## src/rtl/hib_wake_pkg.sv

```systemverilog
package hib_wake_pkg;

  typedef enum logic [1:0] {
    ST_RUN   = 2'd0,
    ST_SLEEP = 2'd1,
    ST_RESET = 2'd2
  } hibState_t;

  // Strobes from the sequencer to the counters
  typedef struct packed {
    logic filtClr;
    logic filtInc;
    logic rstLoad;
    logic rstInc;
  } hibStrobe_t;

endpackage

```

## src/rtl/hib_sat_field.sv

```systemverilog
module hib_sat_field #(
  parameter int DATA_W = 32,
  parameter int HI     = 15,
  parameter int LO     = 5,
  localparam int OUT_W = HI + 1
) (
  input  logic              clk,
  input  logic              rstN,
  input  logic              wrStb,
  input  logic [DATA_W-1:0] wrData,
  output logic [OUT_W-1:0]  value
);

  localparam logic [DATA_W-1:0] MASK =
    DATA_W'(((64'd1 << (HI + 1)) - 64'd1) & ~((64'd1 << LO) - 64'd1));

  always_ff @(posedge clk or negedge rstN) begin
    if (!rstN)
      value <= '0;
    else if (wrStb)
      value <= (wrData > MASK) ? MASK[OUT_W-1:0] : (wrData[OUT_W-1:0] & MASK[OUT_W-1:0]);
  end

  // unimplemented low bits never hold a one
  a_r3_field_clear_bits: assert property (@(posedge clk) disable iff (!rstN)
    (value & ~MASK[OUT_W-1:0]) == '0);

endmodule

```

## src/rtl/hib_wake_data.sv

```systemverilog
module hib_wake_data
  import hib_wake_pkg::*;
#(
  parameter int DATA_W = 32,
  parameter int ADDR_W = 8,
  parameter int FILT_HI = 15,
  parameter int FILT_LO = 5,
  parameter int RST_HI = 11,
  parameter int RST_LO = 5,
  parameter logic [ADDR_W-1:0] CMD_OFS  = 8'h20,
  parameter logic [ADDR_W-1:0] FILT_OFS = 8'h24,
  parameter logic [ADDR_W-1:0] RST_OFS  = 8'h28
) (
  input  logic              clk,
  input  logic              rstN,
  input  logic              wrEn,
  input  logic [ADDR_W-1:0] wrAddr,
  input  logic [DATA_W-1:0] wrData,
  input  logic [ADDR_W-1:0] rdAddr,
  output logic [DATA_W-1:0] rdData,
  input  logic              asleep,
  input  hibStrobe_t        strobe,
  output logic              hibCmd,
  output logic              filtHit,
  output logic              rstDone,
  output logic              rstZero
);

  localparam int FILT_W = FILT_HI + 1;
  localparam int RST_W  = RST_HI + 1;

  logic [FILT_W-1:0] filtVal, filtCnt;
  logic [RST_W-1:0]  rstVal, rstCnt;

  assign hibCmd = wrEn && (wrAddr == CMD_OFS) && wrData[0];

  hib_sat_field #(.DATA_W(DATA_W), .HI(FILT_HI), .LO(FILT_LO)) u_filtField (
    .clk(clk), .rstN(rstN), .wrStb(wrEn && (wrAddr == FILT_OFS)),
    .wrData(wrData), .value(filtVal));

  hib_sat_field #(.DATA_W(DATA_W), .HI(RST_HI), .LO(RST_LO)) u_rstField (
    .clk(clk), .rstN(rstN), .wrStb(wrEn && (wrAddr == RST_OFS)),
    .wrData(wrData), .value(rstVal));

  always_ff @(posedge clk or negedge rstN) begin
    if (!rstN)
      filtCnt <= '0;
    else if (strobe.filtClr)
      filtCnt <= '0;
    else if (strobe.filtInc)
      filtCnt <= filtCnt + 1'b1;
  end

  always_ff @(posedge clk or negedge rstN) begin
    if (!rstN)
      rstCnt <= '0;
    else if (strobe.rstLoad)
      rstCnt <= RST_W'(1);
    else if (strobe.rstInc)
      rstCnt <= rstCnt + 1'b1;
  end

  // Compare with >= so a field rewritten mid-count cannot strand the sequence
  assign filtHit = filtCnt >= filtVal;
  assign rstDone = rstCnt >= rstVal;
  assign rstZero = rstVal == '0;

  always_comb begin
    rdData = '0;
    if (rdAddr == CMD_OFS)       rdData = {{(DATA_W-1){1'b0}}, asleep};
    else if (rdAddr == FILT_OFS) rdData = {{(DATA_W-FILT_W){1'b0}}, filtVal};
    else if (rdAddr == RST_OFS)  rdData = {{(DATA_W-RST_W){1'b0}}, rstVal};
  end

  // a clear request leaves the filter count at zero
  a_r6_filter_restart: assert property (@(posedge clk) disable iff (!rstN)
    strobe.filtClr |=> (filtCnt == '0));

  // a loaded reset count is never zero while counting
  a_r7_count_loaded: assert property (@(posedge clk) disable iff (!rstN)
    strobe.rstLoad |=> (rstCnt != '0));

endmodule

```

## src/rtl/hib_wake_fsm.sv

```systemverilog
module hib_wake_fsm
  import hib_wake_pkg::*;
(
  input  logic       clk,
  input  logic       rstN,
  input  logic       hibCmd,
  input  logic       wakeN,
  input  logic       filtHit,
  input  logic       rstDone,
  input  logic       rstZero,
  output hibStrobe_t strobe,
  output logic       asleep,
  output logic       powerEn,
  output logic       resetN
);

  hibState_t state, stateNxt;
  logic      pinLow, accept;

  assign pinLow = (state == ST_SLEEP) && !wakeN;
  assign accept = pinLow && filtHit;

  always_comb begin
    stateNxt = state;
    unique case (state)
      ST_RUN:   if (hibCmd) stateNxt = ST_SLEEP;
      ST_SLEEP: if (accept) stateNxt = rstZero ? ST_RUN : ST_RESET;
      ST_RESET: if (rstDone) stateNxt = ST_RUN;
      default:  stateNxt = ST_RUN;
    endcase
  end

  always_ff @(posedge clk or negedge rstN) begin
    if (!rstN) state <= ST_RUN;
    else       state <= stateNxt;
  end

  always_comb begin
    strobe.filtClr = !pinLow;
    strobe.filtInc = pinLow && !filtHit;
    strobe.rstLoad = accept;
    strobe.rstInc  = (state == ST_RESET) && !rstDone;
  end

  assign asleep  = state != ST_RUN;
  assign powerEn = state != ST_SLEEP;
  assign resetN  = state == ST_RUN;

  a_r2_enter_sleep: assert property (@(posedge clk) disable iff (!rstN)
    (state == ST_RUN && hibCmd) |=> (!powerEn && !resetN));

  a_r5_pin_high_holds: assert property (@(posedge clk) disable iff (!rstN)
    (state == ST_SLEEP && wakeN) |=> (state == ST_SLEEP));

  a_r7_release: assert property (@(posedge clk) disable iff (!rstN)
    (state == ST_RESET && rstDone) |=> (powerEn && resetN));

  a_r9_cmd_ignored: assert property (@(posedge clk) disable iff (!rstN)
    (state == ST_RESET && !rstDone && hibCmd) |=> (state == ST_RESET));

endmodule

```

## src/rtl/hib_wake_ctrl.sv

```systemverilog
module hib_wake_ctrl
  import hib_wake_pkg::*;
#(
  parameter int DATA_W = 32,
  parameter int ADDR_W = 8,
  parameter int FILT_HI = 15,
  parameter int FILT_LO = 5,
  parameter int RST_HI = 11,
  parameter int RST_LO = 5,
  parameter logic [ADDR_W-1:0] CMD_OFS  = 8'h20,
  parameter logic [ADDR_W-1:0] FILT_OFS = 8'h24,
  parameter logic [ADDR_W-1:0] RST_OFS  = 8'h28
) (
  input  logic              clk,
  input  logic              rstN,
  input  logic              wrEn,
  input  logic [ADDR_W-1:0] wrAddr,
  input  logic [DATA_W-1:0] wrData,
  input  logic [ADDR_W-1:0] rdAddr,
  output logic [DATA_W-1:0] rdData,
  input  logic              wakeN,
  output logic              powerEn,
  output logic              resetN
);

  hibStrobe_t strobe;
  logic hibCmd, filtHit, rstDone, rstZero, asleep;

  hib_wake_data #(
    .DATA_W(DATA_W), .ADDR_W(ADDR_W),
    .FILT_HI(FILT_HI), .FILT_LO(FILT_LO), .RST_HI(RST_HI), .RST_LO(RST_LO),
    .CMD_OFS(CMD_OFS), .FILT_OFS(FILT_OFS), .RST_OFS(RST_OFS)
  ) u_data (
    .clk(clk), .rstN(rstN), .wrEn(wrEn), .wrAddr(wrAddr), .wrData(wrData),
    .rdAddr(rdAddr), .rdData(rdData), .asleep(asleep), .strobe(strobe),
    .hibCmd(hibCmd), .filtHit(filtHit), .rstDone(rstDone), .rstZero(rstZero));

  hib_wake_fsm u_fsm (
    .clk(clk), .rstN(rstN), .hibCmd(hibCmd), .wakeN(wakeN),
    .filtHit(filtHit), .rstDone(rstDone), .rstZero(rstZero),
    .strobe(strobe), .asleep(asleep), .powerEn(powerEn), .resetN(resetN));

endmodule

```

## config.mk

```make
export PLATFORM = sky130hd
export DESIGN_NAME = hib_wake_ctrl
export DESIGN_NICKNAME = d
export VERILOG_FILES = /design/src/rtl/hib_wake_pkg.sv /design/src/rtl/hib_sat_field.sv /design/src/rtl/hib_wake_data.sv /design/src/rtl/hib_wake_fsm.sv /design/src/rtl/hib_wake_ctrl.sv
export SDC_FILE = /design/constraint.sdc
export NUM_CORES = 1
export LEC_CHECK = 0
export CAP_MARGIN = 5
export CORE_MARGIN = 2
export CORE_UTILIZATION = 45
export DETAILED_ROUTE_END_ITERATION = 12
export PLACE_DENSITY = 0.83
export SLEW_MARGIN = 15
export SYNTH_ARGS = -nofsm -noshare
export SYNTH_HDL_FRONTEND = slang
export SYNTH_HIERARCHICAL = 1
export SYNTH_SLANG_ARGS = --single-unit
```

## constraint.sdc

```tcl
create_clock -name clk -period 2.85 [get_ports clk]
set_input_delay 0.855 -clock clk [delete_from_list [all_inputs] [get_ports clk]]
set_output_delay 0.855 -clock clk [all_outputs]
set_load 0.005 [all_outputs]
```

Yosys cells after proc, flatten, opt, wreduce, memory -nomap -nowiden

Index checks and enable logic that the tools add are counted.

Flip-flop bits (word level): 58
Input bits: 52
Output and inout port bits: 34
Word-level logic and storage cells: 54

Add/subtract/negate cells: 2
$lt $le $gt $ge: 4
Equality and inequality tests: 13
Mux-type cells: 14
Reduce and logical (&&, ||, !) cells: 16

Operator list:

| kind                  | number |
|---|---|
| $mux 32               | 2 |
| $eq 8x6->1 const B    | 6 |
| $mux 12               | 4 |
| $mux 16               | 3 |
| $gt 32x12->1 const B  | 1 |
| $gt 32x16->1 const B  | 1 |
| $add 16x1->16 const B | 1 |
| $ge 16x16->1          | 1 |
| $add 12x1->12 const B | 1 |
| $ge 12x12->1          | 1 |
| $logic_not 12->1      | 1 |
| $logic_and 1x1->1     | 8 |
| $mux 2                | 4 |
| $ne 2x1->1 const B    | 4 |
| $pmux 2 s3            | 1 |
| $reduce_bool 2->1     | 2 |
| $logic_not 1->1       | 3 |
| $reduce_and 3->1      | 1 |
| $eq 2x1->1 const B    | 1 |
| $eq 2x2->1 const B    | 1 |
| $logic_not 2->1       | 1 |
| $ne 2x2->1 const B    | 1 |

Longest topological paths before layout

Word-level depth: 5
Mapped depth: 14
Gate-level depth less buffers: 12

Modules after synthesis

Netlist, hierarchy kept.

By module, submodules not included:

| module                             | times used | cells an instance | area each (µm²) | sequential area each (µm²) |
|---|---|---|---|---|
| hib_wake_data                      | 1          | 286               | 2443.6          | 700.7 |
| hib_sat_field (u_data.u_filtField) | 1          | 38                | 486.7           | 275.3 |
| hib_sat_field (u_data.u_rstField)  | 1          | 43                | 392.9           | 175.2 |
| hib_wake_fsm                       | 1          | 16                | 141.4           | 50.0 |

Least setup slack after synthesis

Ideal clock, no wire load.

Path type: register to register
From: register u_data.filtCnt[1]
To: register u_data.filtCnt[14]
Setup time: 0.077 ns
Arrival: 2.894 ns
Slack: -0.122 ns
Cell stages (with the launch flop): 10
Cells stage by stage: dfrtp_1 ha_1 a2111oi_0 o21a_1 o211ai_1 nor3_1 o211a_4 nand3_4 or4_1 a21oi_1

RTL lines:

| item                     | RTL line            | text |
|---|---|---|
| start: declaration       | hib_wake_data.sv:32 | `logic [FILT_W-1:0] filtVal, filtCnt;` |
| start signal: assignment | hib_wake_data.sv:51 | `filtCnt <= filtCnt + 1'b1;` |

Final worst setup path

From: input port rdAddr[4]
To: output port rdData[11]

Word-level cells in the longest chain between the ends: 4
Elaborated cells on any way between the ends: 6
Classes of those cells: eq/ne: 3; mux: 3

Ends and longest elaborated chain:

| item               | RTL line            | text |
|---|---|---|
| start: declaration | hib_wake_ctrl.sv:19 | `input logic [ADDR_W-1:0] rdAddr,` |
| $eq 8x6->1         | hib_wake_data.sv:72 | `else if (rdAddr == RST_OFS) rdData = {{(DATA_W-RST_W){1'b0}}, rstVal};` |
| $mux 12            | hib_wake_data.sv:72 |  |
| $mux 32            | hib_wake_data.sv:71 | `else if (rdAddr == FILT_OFS) rdData = {{(DATA_W-FILT_W){1'b0}}, filtVal};` |
| $mux 32 (*)        | hib_wake_data.sv:70 | `if (rdAddr == CMD_OFS) rdData = {{(DATA_W-1){1'b0}}, asleep};` |
| end: declaration   | hib_wake_ctrl.sv:20 | `output logic [DATA_W-1:0] rdData,` |

Mark *: on every way between the ends. The rest lies on a longest branch, timed or not.

==> reports/metrics.cfg <==
[outcome]
status=complete, but fails checks
violations=setup timing

[clock_network]
holdBufCountCts=0
cts_tree=yes
clock_sinks=48
cts_root_buffer=clkbuf_8
clkSlewWorstSetupHoldPaths_ns=0.09
clk_latency_ns=0.31
ctsHtreeMaxLevel=2
cts_buffers=5
clockBufferDepth=2

[setup_path]
max_stage_delay_ns=0.28
path_cells=buf_6, nor4b_4, nand2_2, nor3b_2, buf_4, buf_6, buf_6, a22o_1, buf_2
r2r_slack_ns=0.11
criticalPathCategory=input port to primary output
r2r_end=u_data/filtCnt[14]$_DFFE_PN0P_
critPathLaunchType=input port
arrival_ns=2.14
reg2regPathDepth=12
cpMostUsedCell=buf_6
worstPathMaxFanout=3
critPathSlowestCell=nor4b_4
worstReg2RegStart=u_data/u_filtField/value[15]$_DFFE_PN0P_
worstSetupEndpointType=primary output
required_ns=2.00

[global_route]
grt_usage_pct=21.59
overflow=0
grt_max_degree=30
antenna_found_initial=0
grt_pass1_wl_mm=14.53
grt_pass1_vias=3143

[die]
ioPinCount=86
start_util_pct=47.01
fp.dieW_um=91.75
std_cell_rows=31
core_area_um2=7370
dieArea_um2=8417
die_h_um=91.75

[synth]
synth_seq_cells=48
synth-edff-count=0
ys_warn_count=6
post-synth-top-count-cell=dfrtp_1
synth_top_cell_by_area=dfrtp_1
synth_commonest_cells=dfrtp_1 (48), inv_1 (44), nor2_1 (36)
synth_top_flop_cell=dfrtp_1
ys_seq_area_share_pct=34.67
synthTopCellsByArea=dfrtp_1 (35%), ha_1 (11%), buf_4 (6.1%)
syn_inst=383
syn_area_um2=3465
synthArstFlopShare_pct=100.0
ys_types=53
syn_avg_cell_area_um2=9.046
synth_top_area_share_pct=34.67

[worst_hold_path]
hp-class=flop to flop
hold_depth=1
hp-start=u_fsm/state[1]$_DFFE_PN0P_
hold-path-endpoint=u_fsm/state[0]$_DFFE_PN0P_

[detailed_routing]
wl_per_cell_um=15.91
ant_nets=0
drc=0
wirelength_mm=9.211
firstDrtPassIters=6
vias=3202
via_per_inst=5.530
drtIter0Drc=149

[timing]
finalSetupViolCount=7
hold_ws_ns=0.4614
timing.fmax_mhz=333.6
fin_tns_setup_ns=-0.7738
worst_slack_ns=-0.1475
final_min_period_over_clock_period_pct=105.2
rsz0062_at_grt=true
drv_slew=0
final-hold-violation-count=0
worstMarginPinSlew_ns=0.6612
fin_crit_ns=2.998
fin_skew_ns=0.005544
relSlewSlack_pct=55.92

[pwr]
peakVddDrop_mv=0.1829
power_density_nw_per_um2=358.7
pwr-share-comb_pct=24.6
leakagePower_nw=1.989
internal_power_w=0.001103
p_sw_w=0.0005292
clkPwrFrac_pct=25.0
finalPower_w=0.001633
switching_share_pct=32.42
seqPwrFrac_pct=50.4

[layout]
area_growth_pct=31.38
antenna_cells=0
fill_cells=606
nets=562
drive_gt1_share_pct=21.67

[placement]
dp_slack_ns=-0.8298
dp_hpwl_mm=6.736
numPortBuffers=61
place_congestion=0.8826

[job]
cap_violations=0

-- layout make-up --
cell class	count	area, um2	share of cell area [%]
well taps	99	123.9	2.721
repair buffers	105	893.4	19.63
flip-flops and latches	48	1202	26.42
inverters	44	165.2	3.628
clock inverters	2	12.51	0.2749
clock buffers	5	68.82	1.512
multi-input cells	276	2086	45.82
-- per-stage QoR --
stage | instances | area [um2] | util (%)
after CTS | 573 | 4407 | 59.80
after detailed placement | 558 | 4244 | 57.59
after global routing | 579 | 4552 | 61.77
after global placement | 558 | 4244 | 57.59
after floorplan | 406 | 3556 | -
final | 579 | 4552 | 61.77
-- power by group through the flow --
stage               logic (W)  clock network [W]  registers (W)
floorplan            0.000240                  0       0.000799
global placement     0.000342                  0       0.000820
detailed placement   0.000360                  0       0.000821
CTS                  0.000370           0.000410       0.000811
global route         0.000448           0.000435       0.000831
finish               0.000401           0.000408       0.000823
-- critical path, delay by kind of cell --
kind	cells	cell delay, ns
AOI/OAI and AO/OA	1	0.11
buffers and inverters	5	0.55
and+or+nand+nor	3	0.63
-- timing repair --
action	CTS	global route
setup buffers	8	6
setup endpoints to repair	15	30
pin swaps	11	16
hold endpoints to repair	0	0
resized for setup	67	30
-- how the worst max path moves through the flow --
| stage | from | endpoint | slack, ns | cells past startpoint |
|---|---|---|---|---|
| 3_3_place_gp | rdAddr[4] | rdData[6] | -0.84 | 7 |
| 2_1_floorplan | rdAddr[4] | rdData[10] | 0.11 | 5 |
| 4_1_cts | rdAddr[7] | rdData[11] | -0.11 | 9 |
| 6_report | rdAddr[4] | rdData[11] | -0.15 | 9 |
| 5_1_grt | rdAddr[4] | rdData[11] | -0.23 | 9 |
| 3_5_place_dp | rdAddr[4] | rdData[6] | -0.83 | 7 |
-- cell usage in the layout (no fill, tap or decap), types with 5 or more instances in the layout --
cell | netlist | final
nand3_1 | 6 | 6
clkdlybuf4s50_1 | 0 | 40
xor2_1 | 7 | 7
or3_1 | 5 | 5
nand2_1 | 18 | 16
nor4_2 | 0 | 5
nor4_1 | 14 | 9
a31oi_1 | 8 | 8
nand2b_1 | 6 | 6
a22o_1 | 11 | 11
clkbuf_8 | 0 | 5
conb_1 | 3 | 26
dfrtp_1 | 48 | 47
nor2_1 | 36 | 33
a21oi_1 | 15 | 13
nand4_1 | 8 | 8
buf_4 | 28 | 39
xnor2_1 | 10 | 10
buf_2 | 3 | 9
buf_6 | 2 | 7
o21ai_0 | 10 | 10
o32a_1 | 10 | 10
ha_1 | 30 | 27
nor3_1 | 11 | 7
inv_1 | 44 | 42
-- cell families after synthesis --
group	after synthesis	share of synthesized area, %
other cells	3	0.3250
simple gates	126	20.01
compound gates	73	16.22
fa+ha+maj	30	10.83
mux	4	1.192
flops	48	34.67
buf+inv	82	12.46
xor+xnor	17	4.297
-- registers in the layout, indices dropped and copies added, names as in the netlist --
name / count
u_data/rstCnt: 12
u_data/filtCnt: 16
u_data/u_rstField/value: 7
u_fsm/state: 2
u_data/u_filtField/value: 11
-- layer usage --
metal	wire length [um]	vias up	GRT usage, %
met5	0	-	0
met4	160	0	6.219
met3	545	16	3.122
met2	4686	146	38.66
met1	3819	1535	26.98
li1	-	1505	-
(Power assumes the default switching activity.)
